--- src/rtl/spif_pkg.sv ---
package spif_pkg;

    localparam int BYTE_W = 8;

    typedef enum logic [7:0] {
        OP_SET_STATUS = 8'h01,
        OP_GET_DATA   = 8'h03,
        OP_GET_STATUS = 8'h05,
        OP_ARM_WRITE  = 8'h06
    } opcode_e;

    typedef enum logic [2:0] {
        PH_OPCODE,
        PH_ADDR,
        PH_STATUS_IN,
        PH_STATUS_OUT,
        PH_DATA_OUT,
        PH_DISCARD
    } phase_e;

    typedef struct packed {
        logic [3:0] spare;
        logic [1:0] prot;
        logic       wr_armed;
        logic       busy;
    } status_t;

    function automatic logic [BYTE_W-1:0] fill_byte(input int idx);
        int v;
        v = idx * 37 + 165;
        return BYTE_W'(v);
    endfunction

    function automatic status_t pack_status(input logic [1:0] prot, input logic armed);
        status_t s;
        s          = '0;
        s.prot     = prot;
        s.wr_armed = armed;
        return s;
    endfunction

endpackage

--- src/rtl/spif_sync.sv ---
module spif_sync #(
    parameter int              WIDTH   = 5,
    parameter int              STAGES  = 2,
    parameter logic [WIDTH-1:0] RST_VAL = '0
) (
    input  logic             clk,
    input  logic             rst,
    input  logic [WIDTH-1:0] din,
    output logic [WIDTH-1:0] dout
);

    logic [STAGES-1:0][WIDTH-1:0] chain;

    always_ff @(posedge clk) begin
        if (rst) begin
            for (int s = 0; s < STAGES; s++) chain[s] <= RST_VAL;
        end else begin
            chain[0] <= din;
            for (int s = 1; s < STAGES; s++) chain[s] <= chain[s-1];
        end
    end

    assign dout = chain[STAGES-1];

endmodule

--- src/rtl/spif_store.sv ---
module spif_store
    import spif_pkg::*;
#(
    parameter int DEPTH = 16,
    localparam int AW   = $clog2(DEPTH)
) (
    input  logic              clk,
    input  logic              rst,
    input  logic [AW-1:0]     idx,
    output logic [BYTE_W-1:0] rdata
);

    logic [BYTE_W-1:0] cells [DEPTH];

    always_ff @(posedge clk) begin
        if (rst) begin
            for (int i = 0; i < DEPTH; i++) cells[i] <= fill_byte(i);
        end
    end

    assign rdata = cells[idx];

endmodule

--- src/rtl/spif_engine.sv ---
module spif_engine
    import spif_pkg::*;
#(
    parameter int ADDR_BITS = 24,
    parameter int DEPTH     = 16,
    localparam int AW       = $clog2(DEPTH),
    localparam int CW       = $clog2(ADDR_BITS + 1)
) (
    input  logic              clk,
    input  logic              rst,
    input  logic              sck_s,
    input  logic              csn_s,
    input  logic              mosi_s,
    input  logic              hold_s,
    input  logic              wp_n_s,
    input  logic [BYTE_W-1:0] mem_rdata,
    output logic [AW-1:0]     mem_idx,
    output logic              miso,
    output logic              miso_oe
);

    phase_e                phase;
    logic [CW-1:0]         bit_cnt;
    logic [ADDR_BITS-1:0]  rx_sh;
    logic [ADDR_BITS-1:0]  rx_next;
    logic [BYTE_W-1:0]     rx_byte;
    logic [AW-1:0]         rd_ptr;
    logic [BYTE_W-1:0]     tx_sh;
    logic [2:0]            tx_cnt;
    logic                  miso_q;
    logic                  armed;
    logic [1:0]            prot;
    logic                  sck_d;
    logic                  active;
    logic                  rise;
    logic                  fall;
    logic                  out_phase;
    status_t               stat;

    assign active    = !csn_s && hold_s;
    assign rise      = active && sck_s && !sck_d;
    assign fall      = active && !sck_s && sck_d;
    assign rx_next   = {rx_sh[ADDR_BITS-2:0], mosi_s};
    assign rx_byte   = rx_next[BYTE_W-1:0];
    assign stat      = pack_status(prot, armed);
    assign out_phase = (phase == PH_STATUS_OUT) || (phase == PH_DATA_OUT);
    assign mem_idx   = (phase == PH_ADDR) ? rx_next[AW-1:0] : rd_ptr + 1'b1;

    always_ff @(posedge clk) begin
        if (rst) sck_d <= 1'b0;
        else     sck_d <= sck_s;
    end

    always_ff @(posedge clk) begin
        if (rst) begin
            phase   <= PH_OPCODE;
            bit_cnt <= '0;
            rx_sh   <= '0;
            rd_ptr  <= '0;
            tx_sh   <= '0;
            tx_cnt  <= '0;
            miso_q  <= 1'b0;
            armed   <= 1'b0;
            prot    <= '0;
        end else if (csn_s) begin
            phase   <= PH_OPCODE;
            bit_cnt <= '0;
            tx_cnt  <= '0;
        end else if (rise) begin
            rx_sh <= rx_next;
            unique case (phase)
                PH_OPCODE: begin
                    if (bit_cnt == CW'(BYTE_W - 1)) begin
                        bit_cnt <= '0;
                        tx_cnt  <= '0;
                        case (rx_byte)
                            OP_ARM_WRITE: begin
                                armed <= 1'b1;
                                phase <= PH_DISCARD;
                            end
                            OP_GET_STATUS: begin
                                tx_sh <= stat;
                                phase <= PH_STATUS_OUT;
                            end
                            OP_SET_STATUS: phase <= armed ? PH_STATUS_IN : PH_DISCARD;
                            OP_GET_DATA:   phase <= PH_ADDR;
                            default:       phase <= PH_DISCARD;
                        endcase
                    end else begin
                        bit_cnt <= bit_cnt + 1'b1;
                    end
                end
                PH_ADDR: begin
                    if (bit_cnt == CW'(ADDR_BITS - 1)) begin
                        bit_cnt <= '0;
                        rd_ptr  <= rx_next[AW-1:0];
                        tx_sh   <= mem_rdata;
                        phase   <= PH_DATA_OUT;
                    end else begin
                        bit_cnt <= bit_cnt + 1'b1;
                    end
                end
                PH_STATUS_IN: begin
                    if (bit_cnt == CW'(BYTE_W - 1)) begin
                        bit_cnt <= '0;
                        armed   <= 1'b0;
                        if (wp_n_s) prot <= rx_byte[3:2];
                        phase   <= PH_DISCARD;
                    end else begin
                        bit_cnt <= bit_cnt + 1'b1;
                    end
                end
                default: ;
            endcase
        end else if (fall && out_phase) begin
            miso_q <= tx_sh[BYTE_W-1];
            tx_sh  <= {tx_sh[BYTE_W-2:0], 1'b0};
            tx_cnt <= tx_cnt + 1'b1;
            if (tx_cnt == 3'd7) begin
                if (phase == PH_DATA_OUT) begin
                    tx_sh  <= mem_rdata;
                    rd_ptr <= rd_ptr + 1'b1;
                end else begin
                    tx_sh <= stat;
                end
            end
        end
    end

    assign miso    = miso_q;
    assign miso_oe = active && out_phase;

    // output bit register moves only on a detected falling edge
    assert_miso_on_fall_R3: assert property (@(posedge clk) disable iff (rst)
        !fall |=> $stable(miso_q));

    // protect field frozen while write protect is asserted
    assert_prot_locked_R8: assert property (@(posedge clk) disable iff (rst)
        !wp_n_s |=> $stable(prot));

    // completing the status data byte always leaves the arm flag clear
    assert_arm_clears_R7: assert property (@(posedge clk) disable iff (rst)
        (rise && !csn_s && phase == PH_STATUS_IN && bit_cnt == CW'(BYTE_W - 1)) |=> !armed);

    // pause freezes all transfer progress
    assert_hold_freezes_R10: assert property (@(posedge clk) disable iff (rst)
        (!hold_s && !csn_s) |=> ($stable(bit_cnt) && $stable(tx_cnt) && $stable(phase) && $stable(tx_sh)));

    // deselect returns to the opcode start
    assert_deselect_restart_R1: assert property (@(posedge clk) disable iff (rst)
        csn_s |=> (phase == PH_OPCODE && bit_cnt == '0));

    // discard phase never drives the output
    assert_discard_quiet_R11: assert property (@(posedge clk) disable iff (rst)
        (phase == PH_DISCARD) |-> !miso_oe);

endmodule

--- src/rtl/spi_flash_front.sv ---
module spi_flash_front
    import spif_pkg::*;
#(
    parameter int ADDR_BITS   = 24,
    parameter int DEPTH       = 16,
    parameter int SYNC_STAGES = 2
) (
    input  logic clk,
    input  logic rst,
    input  logic sck,
    input  logic cs_n,
    input  logic mosi,
    input  logic hold_n,
    input  logic wp_n,
    output logic miso,
    output logic miso_oe
);

    localparam int AW   = $clog2(DEPTH);
    localparam int NPIN = 5;
    localparam logic [NPIN-1:0] PIN_IDLE = 5'b11010;

    logic [NPIN-1:0]   pins_s;
    logic [AW-1:0]     mem_idx;
    logic [BYTE_W-1:0] mem_rdata;

    spif_sync #(
        .WIDTH  (NPIN),
        .STAGES (SYNC_STAGES),
        .RST_VAL(PIN_IDLE)
    ) u_sync (
        .clk (clk),
        .rst (rst),
        .din ({wp_n, hold_n, mosi, cs_n, sck}),
        .dout(pins_s)
    );

    spif_store #(
        .DEPTH(DEPTH)
    ) u_store (
        .clk  (clk),
        .rst  (rst),
        .idx  (mem_idx),
        .rdata(mem_rdata)
    );

    spif_engine #(
        .ADDR_BITS(ADDR_BITS),
        .DEPTH    (DEPTH)
    ) u_engine (
        .clk      (clk),
        .rst      (rst),
        .sck_s    (pins_s[0]),
        .csn_s    (pins_s[1]),
        .mosi_s   (pins_s[2]),
        .hold_s   (pins_s[3]),
        .wp_n_s   (pins_s[4]),
        .mem_rdata(mem_rdata),
        .mem_idx  (mem_idx),
        .miso     (miso),
        .miso_oe  (miso_oe)
    );

    // no output drive while the synchronized select is high
    assert_oe_off_deselected_R1: assert property (@(posedge clk) disable iff (rst)
        pins_s[1] |-> !miso_oe);

endmodule

--- config.mk ---
export PLATFORM = sky130hd
export DESIGN_NAME = spi_flash_front
export DESIGN_NICKNAME = d
export VERILOG_FILES = /design/src/rtl/spif_pkg.sv /design/src/rtl/spif_sync.sv /design/src/rtl/spif_store.sv /design/src/rtl/spif_engine.sv /design/src/rtl/spi_flash_front.sv
export SDC_FILE = /design/constraint.sdc
export NUM_CORES = 1
export LEC_CHECK = 0
export BUFFER_PORTS_ARGS = -buffer_cell sky130_fd_sc_hd__buf_2
export CORE_ASPECT_RATIO = 2
export CORE_MARGIN = 2
export CORE_UTILIZATION = 55
export DETAILED_ROUTE_END_ITERATION = 10
export HOLD_SLACK_MARGIN = 0.05
export PLACE_DENSITY = 0.71
export SLEW_MARGIN = 5
export SYNTH_ARGS = -nofsm -noshare
export SYNTH_HDL_FRONTEND = slang
export SYNTH_SLANG_ARGS = --single-unit
export TNS_END_PERCENT = 5
--- constraint.sdc ---
create_clock -name clk -period 3.1 [get_ports clk]
set_clock_uncertainty 0.15 [all_clocks]
set_input_delay 0.155 -clock clk [delete_from_list [all_inputs] [get_ports clk]]
set_output_delay 0.155 -clock clk [all_outputs]
set_load 0.005 [all_outputs]
==> flow_summary.json <==
{
  "status": "completed",
  "synth_area_leaders": "dfxtp_1 37%, nor2_1 5.6%, ha_1 5.6%",
  "rsz0062_at_grt": "false",
  "fmax_mhz": 374.2,
  "startpoint_type": "flop",
  "layout_commonest_cell": "dfxtp_1",
  "dr.pass1.iters": 4,
  "worst_pin_slew_ns": 1.071,
  "stdcell_count": 344,
  "grt_pass1_wl_um": 9170,
  "drc": 0,
  "synth_edf_count": 0,
  "postCtsResizedCells": 0,
  "htree_levels": 2,
  "rows": 34,
  "dp_hpwl_um": 4131,
  "finalCriticalPeriod_ns": 2.673,
  "dieWidth_um": 51.36,
  "worstSetupPathType": "reg -> reg",
  "core-area_um2": 4339,
  "synthArstFlopShare": 0,
  "io_buffers": 8,
  "synth_warnings": 0,
  "cts_root_buf": "clkbuf_8",
  "grt_util_all_layers": 0.2363,
  "first_global_vias": 2061,
  "hold_class": "in -> reg",
  "wirelength_um": 5649,
  "maxCapViolCount": 0,
  "ir_worst_vdd_uv": 331.5,
  "maxSlewViolCount": 0,
  "syn_inst": 281,
  "powerDensity_nw_per_um2": 384.2,
  "synth_nets": 299,
  "endpoint_kind": "flop",
  "final_cell_mix": "45 x dfxtp_1, 37 x nor2_1, 31 x nand2_1, 18 x a21oi_1, 11 x ha_1",
  "clockBufferDepth": 2,
  "fin_nets": 307,
  "die_area_um2": 5070,
  "regToRegSetupSlack_ns": 0.43,
  "cts_tree": "done",
  "cts_buffers": 5,
  "utilization": 0.6136,
  "ys.flop_type": "dfxtp_1",
  "ant_nets": 0,
  "leakagePower_nw": 1.007,
  "fin_setup_tns_ns": 0,
  "syn_to_final_growth_pct": 7.911,
  "finalHoldViolCount": 0,
  "postCtsSetupBuffers": 0,
  "overflow": 0,
  "place_inst": 331,
  "avgRoutedWirePerCell_um": 16.42,
  "ioPinCount": 9,
  "initial_utilization": 0.5686,
  "clkTransAtPathRegs_ns": 0.10,
  "viasPerCell": 5.991,
  "antenna_found_initial": 0,
  "diodes": 0,
  "period_share": 0.8621,
  "crit_required_ns": 3.17,
  "synth_cell_types": 62,
  "syn_avg_cell_area_um2": 8.781,
  "synth-seq-cells": 45,
  "clock_sinks": 45,
  "synth.largest_area_cell": "dfxtp_1",
  "drt_first_iter_violations": 81,
  "setup_violations": 0,
  "place.gp.congestion": 0.8486,
  "crit_fanout": 13,
  "drive_gt1_frac": 0.1414,
  "dr_total_vias": 2061,
  "grt_max_degree": 32,
  "syn-cell-area_um2": 2467,
  "chipHeight_um": 98.72,
  "clk_latency_ns": 0.31,
  "whs_ns": 0.1558,
  "cp.arrival_ns": 2.74,
  "ys_seq_area_frac": 0.3651,
  "slew_headroom": 0.2783,
  "synth_top_area_frac": 0.3651,
  "ctsHoldBuffers": 5
}
==> cell type report <==
cell class,instances,area (um2)
clock inverters,3,28.78
inverters,5,18.77
clock buffers,5,68.82
fillers,394,1677
flip-flops and latches,45,900.9
repair buffers,18,127.6
well taps,54,67.56
multi-input cells,214,1450
==> power by group <==
group / total, mW / internal [mW] / leakage, nW / switching [mW]
Clock: 0.406 / 0.170 / 0.0511 / 0.235
Combinational: 0.0291 / 0.0142 / 0.591 / 0.0148
Sequential: 0.588 / 0.584 / 0.365 / 0.00397
Total: 1.02 / 0.769 / 1.01 / 0.254
==> layer usage <==
metal,GRT usage,part of all wire
met2,0.4428,0.55
met4,0.1296,0.034
met1,0.2359,0.39
met5,0,0
met3,0.03182,0.020
==> logic make-up (layout without fill, tap and decap cells) <==
kind of cell    count (synthesis)  after routing  share of synthesized area
compound gates                 63             63                     0.2003
flops                          45             45                     0.3651
xor+xnor                        6              6                    0.02130
simple gates                  123            123                     0.2581
buf+inv                        22             31                    0.04969
mux                            11             11                    0.04970
fa+ha+maj                      11             11                    0.05578
==> through the flow <==
| stage | power (mW) | setup WS [ns] | cell area, um2 |
|---|---|---|---|
| 3_5_place_dp | 0.6262 | 0.4529 | 2515 |
| 6_report | 1.023 | 0.4274 | 2663 |
| 4_1_cts | 1.025 | 0.4435 | 2663 |
| 2_1_floorplan | 0.6152 | 0.8749 | 2467 |
| 3_3_place_gp | 0.6251 | 0.5743 | 2515 |
| 5_1_grt | 1.056 | 0.2386 | 2663 |
==> sequential cells by signal, summed over array words and instances (netlist names) <==
signal / cells
u_engine.tx_sh: 8
u_sync.chain: 5
u_engine.armed: 1
u_engine.rd_ptr: 4
u_sync.dout: 5
u_engine.sck_d: 1
u_engine.bit_cnt: 5
u_engine.tx_cnt: 3
u_engine.miso: 1
u_engine.rx_sh: 7
u_engine.phase: 3
u_engine.prot: 2
==> cell usage after synthesis, types with 3 or more instances <==
cell and number:
a211oi_1 4, a21oi_1 18, a22oi_1 4, and3_1 4, buf_6 5, clkbuf_1 9, dfxtp_1 45, ha_1 11
inv_1 3, mux2i_1 10, nand2_1 31, nand3_1 6, nand3b_1 5, nor2_1 37, nor2b_1 7, nor3_1 7
nor3b_1 3, o211a_1 4, o21ai_0 3, o221a_1 3, or2_2 6, xnor2_1 3, xor2_1 3
==> worst max-delay path, stage by stage (launching register included) <==
cell,delay [ns]
dfxtp_1,0.55
or3b_1,0.55
nand2_1,0.12
nand2_1,0.16
ha_1,0.44
mux2i_1,0.12
nor3_1,0.14
a31oi_1,0.06
a311oi_1,0.30
==> final timing paths <==
path | cells after the start | endpoint | start
max | 8 | u_engine.tx_sh[3] | u_engine.phase[0]
min | 2 | u_engine.tx_sh[0] | rst
max reg2reg | 8 | u_engine.tx_sh[3] | u_engine.phase[0]
min reg2reg | 1 | u_sync.dout[4] | u_sync.chain[4]
Note: power is estimated with default switching activity, not from simulation.
